File: src/rtl/rpr_pkg.sv
package rpr_pkg;
    typedef enum logic [1:0] {
        MODE_RESET = 2'd0,
        MODE_RUN   = 2'd1,
        MODE_PAUSE = 2'd3
    } mode_e;

    localparam int ADDR_W   = 3;
    localparam int DATA_W   = 32;
    localparam logic [ADDR_W-1:0] A_MODE  = 3'd0;
    localparam logic [ADDR_W-1:0] A_SWRST = 3'd1;
    localparam logic [ADDR_W-1:0] A_FLAGS = 3'd2;
    localparam logic [ADDR_W-1:0] A_ERR   = 3'd3;
    localparam logic [ADDR_W-1:0] A_ERREN = 3'd4;

    localparam int SVC_W   = 4;
    localparam int SVC_LSB = 8;
endpackage

File: src/rtl/rpr_mode_ctl.sv
module rpr_mode_ctl
    import rpr_pkg::*;
#(
    parameter int SETTLE = 6
) (
    input  logic       clk,
    input  logic       rst_n,
    input  logic       wr_mode,
    input  logic [1:0] wr_code,
    input  logic       force_reset,
    output logic [1:0] mode_o,
    output logic       settled_o,
    output logic       to_reset_o
);
    localparam int CW = $clog2(SETTLE + 1);

    typedef struct packed {
        mode_e         mode;
        logic [CW-1:0] cnt;
    } mode_st_t;

    mode_st_t st_d, st_q;
    logic     accept;

    always_comb begin
        st_d   = st_q;
        accept = wr_mode && (wr_code != 2'd2) && (st_q.cnt == '0);
        if (st_q.cnt != '0) st_d.cnt = st_q.cnt - CW'(1);
        if (force_reset) begin
            st_d.mode = MODE_RESET;
            st_d.cnt  = CW'(SETTLE);
        end else if (accept) begin
            st_d.mode = mode_e'(wr_code);
            st_d.cnt  = CW'(SETTLE);
        end
    end

    always_ff @(posedge clk or negedge rst_n) begin
        if (!rst_n) begin
            st_q.mode <= MODE_RESET;
            st_q.cnt  <= '0;
        end else begin
            st_q <= st_d;
        end
    end

    assign mode_o     = st_q.mode;
    assign settled_o  = (st_q.cnt == '0);
    assign to_reset_o = accept && (wr_code == 2'd0) && !force_reset;


    valid_drop_chk: assert property (@(posedge clk) disable iff (!rst_n)
        ((wr_mode && wr_code != 2'd2 && settled_o) || force_reset) |=> !settled_o);

    bad_code_chk: assert property (@(posedge clk) disable iff (!rst_n)
        (wr_mode && wr_code == 2'd2 && !force_reset) |=> $stable(mode_o));

    busy_write_chk: assert property (@(posedge clk) disable iff (!rst_n)
        (wr_mode && !settled_o && !force_reset) |=> $stable(mode_o));

    legal_mode_chk: assert property (@(posedge clk) disable iff (!rst_n)
        mode_o != 2'd2);
endmodule

File: src/rtl/rpr_flag_bank.sv
module rpr_flag_bank #(
    parameter int W = 4
) (
    input  logic         clk,
    input  logic         rst_n,
    input  logic [W-1:0] set_i,
    input  logic [W-1:0] clr_i,
    input  logic         flush_i,
    output logic [W-1:0] q_o
);
    logic [W-1:0] flag_d, flag_q;

    always_comb begin
        flag_d = (flag_q & ~clr_i) | set_i;
        if (flush_i) flag_d = '0;
    end

    always_ff @(posedge clk or negedge rst_n) begin
        if (!rst_n) flag_q <= '0;
        else        flag_q <= flag_d;
    end

    assign q_o = flag_q;


    set_wins_chk: assert property (@(posedge clk) disable iff (!rst_n)
        (|set_i && !flush_i) |=> ((q_o & $past(set_i)) == $past(set_i)));

    w1c_chk: assert property (@(posedge clk) disable iff (!rst_n)
        (|clr_i && !flush_i) |=> ((q_o & $past(clr_i & ~set_i)) == '0));

    flush_clear_chk: assert property (@(posedge clk) disable iff (!rst_n)
        flush_i |=> (q_o == '0));
endmodule

File: src/rtl/rpr_ctl.sv
module rpr_ctl
    import rpr_pkg::*;
#(
    parameter int SETTLE = 6,
    parameter int ERR_W  = 5
) (
    input  logic              clk,
    input  logic              rst_n,
    input  logic [ADDR_W-1:0] reg_addr,
    input  logic              reg_we,
    input  logic [DATA_W-1:0] reg_wdata,
    output logic [DATA_W-1:0] reg_rdata,
    input  logic              mst_ready,
    input  logic              out_not_empty,
    input  logic              in_not_empty,
    input  logic              out_full,
    input  logic              out_svc_req,
    input  logic              in_svc_req,
    input  logic              out_done_evt,
    input  logic              in_done_evt,
    input  logic [ERR_W-1:0]  err_evt,
    output logic              engine_run,
    output logic [1:0]        core_state,
    output logic              fifo_flush,
    output logic              irq
);
    typedef struct packed {
        logic             flush;
        logic [ERR_W-1:0] err_en;
    } top_st_t;

    top_st_t st_d, st_q;

    logic             wr_mode, sw_rst, to_reset, settled;
    logic [1:0]       mode;
    logic [SVC_W-1:0] svc_q, svc_clr;
    logic [ERR_W-1:0] err_q, err_clr;
    logic             unused_wdata;

    assign wr_mode = reg_we && (reg_addr == A_MODE);
    assign sw_rst  = reg_we && (reg_addr == A_SWRST) && reg_wdata[0];
    assign svc_clr = (reg_we && reg_addr == A_FLAGS) ? reg_wdata[SVC_LSB +: SVC_W] : '0;
    assign err_clr = (reg_we && reg_addr == A_ERR) ? reg_wdata[ERR_W-1:0] : '0;
    assign unused_wdata = ^reg_wdata;

    rpr_mode_ctl #(.SETTLE(SETTLE)) u_mode (
        .clk        (clk),
        .rst_n      (rst_n),
        .wr_mode    (wr_mode),
        .wr_code    (reg_wdata[1:0]),
        .force_reset(sw_rst),
        .mode_o     (mode),
        .settled_o  (settled),
        .to_reset_o (to_reset)
    );

    rpr_flag_bank #(.W(SVC_W)) u_svc (
        .clk    (clk),
        .rst_n  (rst_n),
        .set_i  ({in_done_evt, out_done_evt, in_svc_req, out_svc_req}),
        .clr_i  (svc_clr),
        .flush_i(sw_rst),
        .q_o    (svc_q)
    );

    rpr_flag_bank #(.W(ERR_W)) u_err (
        .clk    (clk),
        .rst_n  (rst_n),
        .set_i  (err_evt),
        .clr_i  (err_clr),
        .flush_i(sw_rst || to_reset),
        .q_o    (err_q)
    );

    always_comb begin
        st_d       = st_q;
        st_d.flush = sw_rst;
        if (reg_we && reg_addr == A_ERREN) st_d.err_en = reg_wdata[ERR_W-1:0];
    end

    always_ff @(posedge clk or negedge rst_n) begin
        if (!rst_n) st_q <= '0;
        else        st_q <= st_d;
    end

    always_comb begin
        reg_rdata = '0;
        case (reg_addr)
            A_MODE: begin
                reg_rdata[1:0] = mode;
                reg_rdata[2]   = settled;
                reg_rdata[4]   = mst_ready;
            end
            A_FLAGS: begin
                reg_rdata[4] = out_not_empty;
                reg_rdata[5] = in_not_empty;
                reg_rdata[6] = out_full;
                reg_rdata[SVC_LSB +: SVC_W] = svc_q;
            end
            A_ERR:   reg_rdata[ERR_W-1:0] = err_q;
            A_ERREN: reg_rdata[ERR_W-1:0] = st_q.err_en;
            default: reg_rdata = '0;
        endcase
    end

    assign core_state = mode;
    assign engine_run = settled && (mode == MODE_RUN);
    assign fifo_flush = st_q.flush;
    assign irq        = (|svc_q) || (|(err_q & st_q.err_en));


    swrst_quiet_chk: assert property (@(posedge clk) disable iff (!rst_n)
        sw_rst |=> (!irq && fifo_flush && !engine_run && core_state == 2'd0));

    reset_code_err_chk: assert property (@(posedge clk) disable iff (!rst_n)
        (wr_mode && reg_wdata[1:0] == 2'd0 && settled) |=> (err_q == '0));
endmodule

File: config.mk
export PLATFORM = sky130hd
export DESIGN_NAME = rpr_ctl
export DESIGN_NICKNAME = d
export VERILOG_FILES = /design/src/rtl/rpr_pkg.sv /design/src/rtl/rpr_mode_ctl.sv /design/src/rtl/rpr_flag_bank.sv /design/src/rtl/rpr_ctl.sv
export SDC_FILE = /design/constraint.sdc
export NUM_CORES = 1
export LEC_CHECK = 0
export BUFFER_PORTS_ARGS = -buffer_cell sky130_fd_sc_hd__buf_2
export CAP_MARGIN = 10
export CORE_MARGIN = 8
export CORE_UTILIZATION = 40
export DETAILED_ROUTE_END_ITERATION = 16
export PLACE_DENSITY = 0.81
export SYNTH_ARGS = -nofsm -noshare
export SYNTH_HDL_FRONTEND = slang
export SYNTH_HIERARCHICAL = 1
export SYNTH_SLANG_ARGS = --single-unit
File: constraint.sdc
create_clock -name clk -period 1.98 [get_ports clk]
set_clock_uncertainty 0.05 [all_clocks]
set_input_delay 0.396 -clock clk [delete_from_list [all_inputs] [get_ports clk]]
set_output_delay 0.396 -clock clk [all_outputs]
set_load 0.1 [all_outputs]
==> results summary <==
After technology mapping, the gate count stands at 149. TritonCTS created 3 clock buffers. The final antenna-violating net count is 0. The core box area is 3310 sq um. After synthesis, flip-flops and latches occupy 36.6% of the total area. The maximum count of clock buffers along a single path came out at 2. The worst setup path is captured at an output port.

The deepest level of the CTS H-tree came out at 1. The routed length on met2 is 1740 um. The number of different library cells in the post-synthesis netlist came out at 33. Across all hold checks on the routed design, the worst slack comes to 0.239 ns. After global routing the overflow that remains totals 0.

The final weighted congestion of routability-driven global placement is 0.771. The wire length of the first global-routing pass came out at 5200 um. The filler cells instantiated in the layout total 305. VDD sags by at most 306 uV. The clock input transition at the sequential cells of the worst setup and hold paths is 0.11 ns. The repair_antennas step left the layout with diodes totalling 0. The floorplan step defined a die boundary enclosing 5550 sq um. The average routed wire per standard cell is 13.8 um. The power density over cell area came out at 962 nW/um^2. STA classifies the critical path startpoint as a register.

The data required time at the worst endpoint is 1.53 ns. The proportion of layout cells with a drive suffix above 1 came out at 40.8%. The total global-route track usage came out at 12.4%.

The number of register bits inferred by synthesis is 20. The number of antenna violations at the first check in global routing came to 0. The worst path in the final design needs a cycle of 1.99 ns, including I/O delays and setup. Dividing the detail-routed via count by the number of cells gives 4.58. After synthesis, the share of cell area in mux cells is 10.2%. The via count of the first global-routing pass came out at 1113. The total number of vias came out at 1154. Yosys attributes the largest share of cell area to sky130_fd_sc_hd__dfrtp_1, sky130_fd_sc_hd__buf_4, sky130_fd_sc_hd__and2_1.

The number of cells in the design after placement is 239. At the end of the flow the core is filled with cells to 58.0%. The hold violation count in the final report is 0. In this run the top signal layer used is met4. The number of cells in the finished layout apart from fillers is 252.

The share of synthesized cell area in and, or, nand and nor gates is 23.1%. After Yosys synthesis, XOR and XNOR cells account for 0.640% of the synthesized area. The flow ran to the end, but the final reports show violations. The min-delay analysis places its worst path in the category in2reg. The static leakage came out at 0.963 nW. The arithmetic-cell share of the synthesized area counting full adders, half adders and majority gates is 1.83%. The number of optimization iterations in the first detailed-route pass came out at 4. The count of unresolved DRC violations after routing came out at 0. Summed over all nets, the half-perimeter wirelength after detailed placement is 2700 um.

The synthesis warning total is 6. The total wirelength of the detailed-routed design is 3470 um. The number of pins exceeding their max-slew limit in the final report came to 0.

The vertical extent of the die came out at 74.5 um. The average instance area after synthesis is 9.18 sq um. The top cell type by total area after synthesis is sky130_fd_sc_hd__dfrtp_1. The horizontal die dimension came out at 74.5 um. The violation count after the first detailed-routing iteration is 35. In this run the clock root is driven by a sky130_fd_sc_hd__clkbuf_4. The initial standard-cell utilization of the core is 41.3%. The length of routed wiring on met1 came out at 1330 um. The length of routed met3 wiring is 342 um. The clock reaches the later pin of the worst-skew pair after 0.31 ns. The count of buffers inserted at the top-level ports is 43. The clock drives 20 sinks. The post-synthesis instance area is 1370 sq um. The worst setup path is of the reg2out kind. After synthesis, the largest family of logic cells by area is simple AND/OR/NAND/NOR gates. STA puts the critical path data arrival time at 1.55 ns.

Summing the areas of all compound-gate instances in the mapped netlist gives 9.70% of the synthesized area. The synthesized design devotes to its leading area cell type 36.6% of total area. The I/O pin total is 88. The total of endpoints with negative setup slack in the final report is 1.

The ratio of final minimum period to clock period came out at 101%. The pin count of the biggest net entering global routing is 21. Max-cap violations in this run came to 0. Derived from the worst setup path, the maximum achievable clock frequency is 502 MHz. The CTS tree is done. Setup repair after global routing could not meet its margin everywhere. The worst setup slack after layout is -0.0130 ns. The final reports fail on negative setup slack.

The maximum fanout count along the critical path is 3. Compared with the post-synthesis result, the final layout area differs by 40.3%. After layout, the design draws a total of 1.85 mW. The number of nets in the layout is 260. In the final timing run, aggregate negative setup slack is -0.0130 ns. The number of placement rows came out at 21.
## layout by cell type, fill, tap and decap left out, drive strengths merged, types with 2 or more instances in the layout
master  count
a31oi       2
nand2       8
nor4        2
a21oi      10
ha          2
buf        58
mux2        6
or2         2
dfrtp      20
nor2        8
conb       21
o21ai       4
mux2i       5
nor3        2
nand2b     12
clkbuf      4
nand3       2
inv        11
and2       16
## final cells by class
cell class | count | area, sq um | share of cell area, %
Timing Repair Buffer | 59 | 505 | 26.3
Clock buffer | 4 | 36.3 | 1.89
Tap cell | 46 | 57.6 | 3.00
Sequential cell | 20 | 500 | 26.1
Multi-Input combinational cell | 112 | 778 | 40.5
Inverter | 11 | 41.3 | 2.15
## kinds of logic after synthesis
logic type      count (synthesis)
simple gates                   56
other cells                     1
buf+inv                        37
mux                            11
xor+xnor                        1
fa+ha+maj                       2
compound gates                 21
flops                          20
## cell usage after synthesis
cell,count
sky130_fd_sc_hd__a21oi_1,10
sky130_fd_sc_hd__a222oi_1,1
sky130_fd_sc_hd__a22oi_1,1
sky130_fd_sc_hd__a31oi_1,1
sky130_fd_sc_hd__a31oi_2,1
sky130_fd_sc_hd__a32o_1,1
sky130_fd_sc_hd__a32oi_1,1
sky130_fd_sc_hd__and2_1,16
sky130_fd_sc_hd__and3_1,1
sky130_fd_sc_hd__and3b_2,1
sky130_fd_sc_hd__buf_2,1
sky130_fd_sc_hd__buf_4,23
sky130_fd_sc_hd__buf_6,2
sky130_fd_sc_hd__conb_1,1
sky130_fd_sc_hd__dfrtp_1,20
sky130_fd_sc_hd__ha_1,2
sky130_fd_sc_hd__inv_1,11
sky130_fd_sc_hd__mux2_4,6
sky130_fd_sc_hd__mux2i_1,5
sky130_fd_sc_hd__nand2_1,8
sky130_fd_sc_hd__nand2b_1,12
sky130_fd_sc_hd__nand3_1,2
sky130_fd_sc_hd__nand3b_1,1
sky130_fd_sc_hd__nor2_1,7
sky130_fd_sc_hd__nor2_2,1
sky130_fd_sc_hd__nor2b_2,1
sky130_fd_sc_hd__nor3_1,2
sky130_fd_sc_hd__nor4_1,2
sky130_fd_sc_hd__o21ai_0,4
sky130_fd_sc_hd__o31ai_1,1
sky130_fd_sc_hd__or2_1,1
sky130_fd_sc_hd__or2_2,1
sky130_fd_sc_hd__xnor2_1,1
## path summary, 6_finish.rpt
path | cells after the start | to | start | slack [ns]
setup / recovery | 6 | reg_rdata[2] | u_mode/st_q[0] | -0.01
hold / removal | 3 | u_svc/q_o[3] | in_done_evt | 0.24
setup reg to reg | 8 | u_mode/st_q[0] | u_mode/st_q[0] | 0.38
hold reg to reg | 1 | st_q[2] | st_q[2] | 0.51
max in group asynchronous | 2 | fifo_flush | rst_n | 1.08
min in group asynchronous | 2 | st_q[3] | rst_n | 0.49
## metal layers
metal	track usage [%]	vias to the layer above
met4	5.00	0
met3	4.85	4
li1	-	561
met1	12.9	546
met2	21.8	43
met5	0	-
## critical path: stages (launching register included)
cell and delay, ns:
sky130_fd_sc_hd__dfrtp_1 0.41, sky130_fd_sc_hd__inv_2 0.08, sky130_fd_sc_hd__ha_4 0.12, sky130_fd_sc_hd__nor2b_4 0.15, sky130_fd_sc_hd__mux2i_1 0.09, sky130_fd_sc_hd__o21ai_2 0.18, sky130_fd_sc_hd__buf_12 0.20
## state kept, by name (all words and copies together), names as in the netlist
| signal | flops |
|---|---|
| u_mode/st_q | 3 |
| u_svc/q_o | 4 |
| st_q | 5 |
| fifo_flush | 1 |
| u_err/q_o | 5 |
| u_mode/mode_o | 2 |
## timing repair
item	in CTS	in global routing
endpoints found under the hold margin	20	0
hold buffers	1	0
endpoints found under the setup margin	3	2
gates cloned	0	0
buffers inserted	5	3
resized for setup	7	0
pin swaps	2	1
## power breakdown
group	internal [mW]	switching, mW
clock network	0.113	0.131
logic	0.394	0.642
registers	0.489	0.0770
total	0.995	0.850
## metrics by stage
stage	instance area (sq um)	worst slack [ns]
CTS	1900	-0.0265
global route	1920	-0.106
detailed placement	1790	0.0669
finish	1920	-0.0130
floorplan	1500	-0.233
global placement	1790	0.0848
No activity file was read; power rests on OpenSTA's default activity.
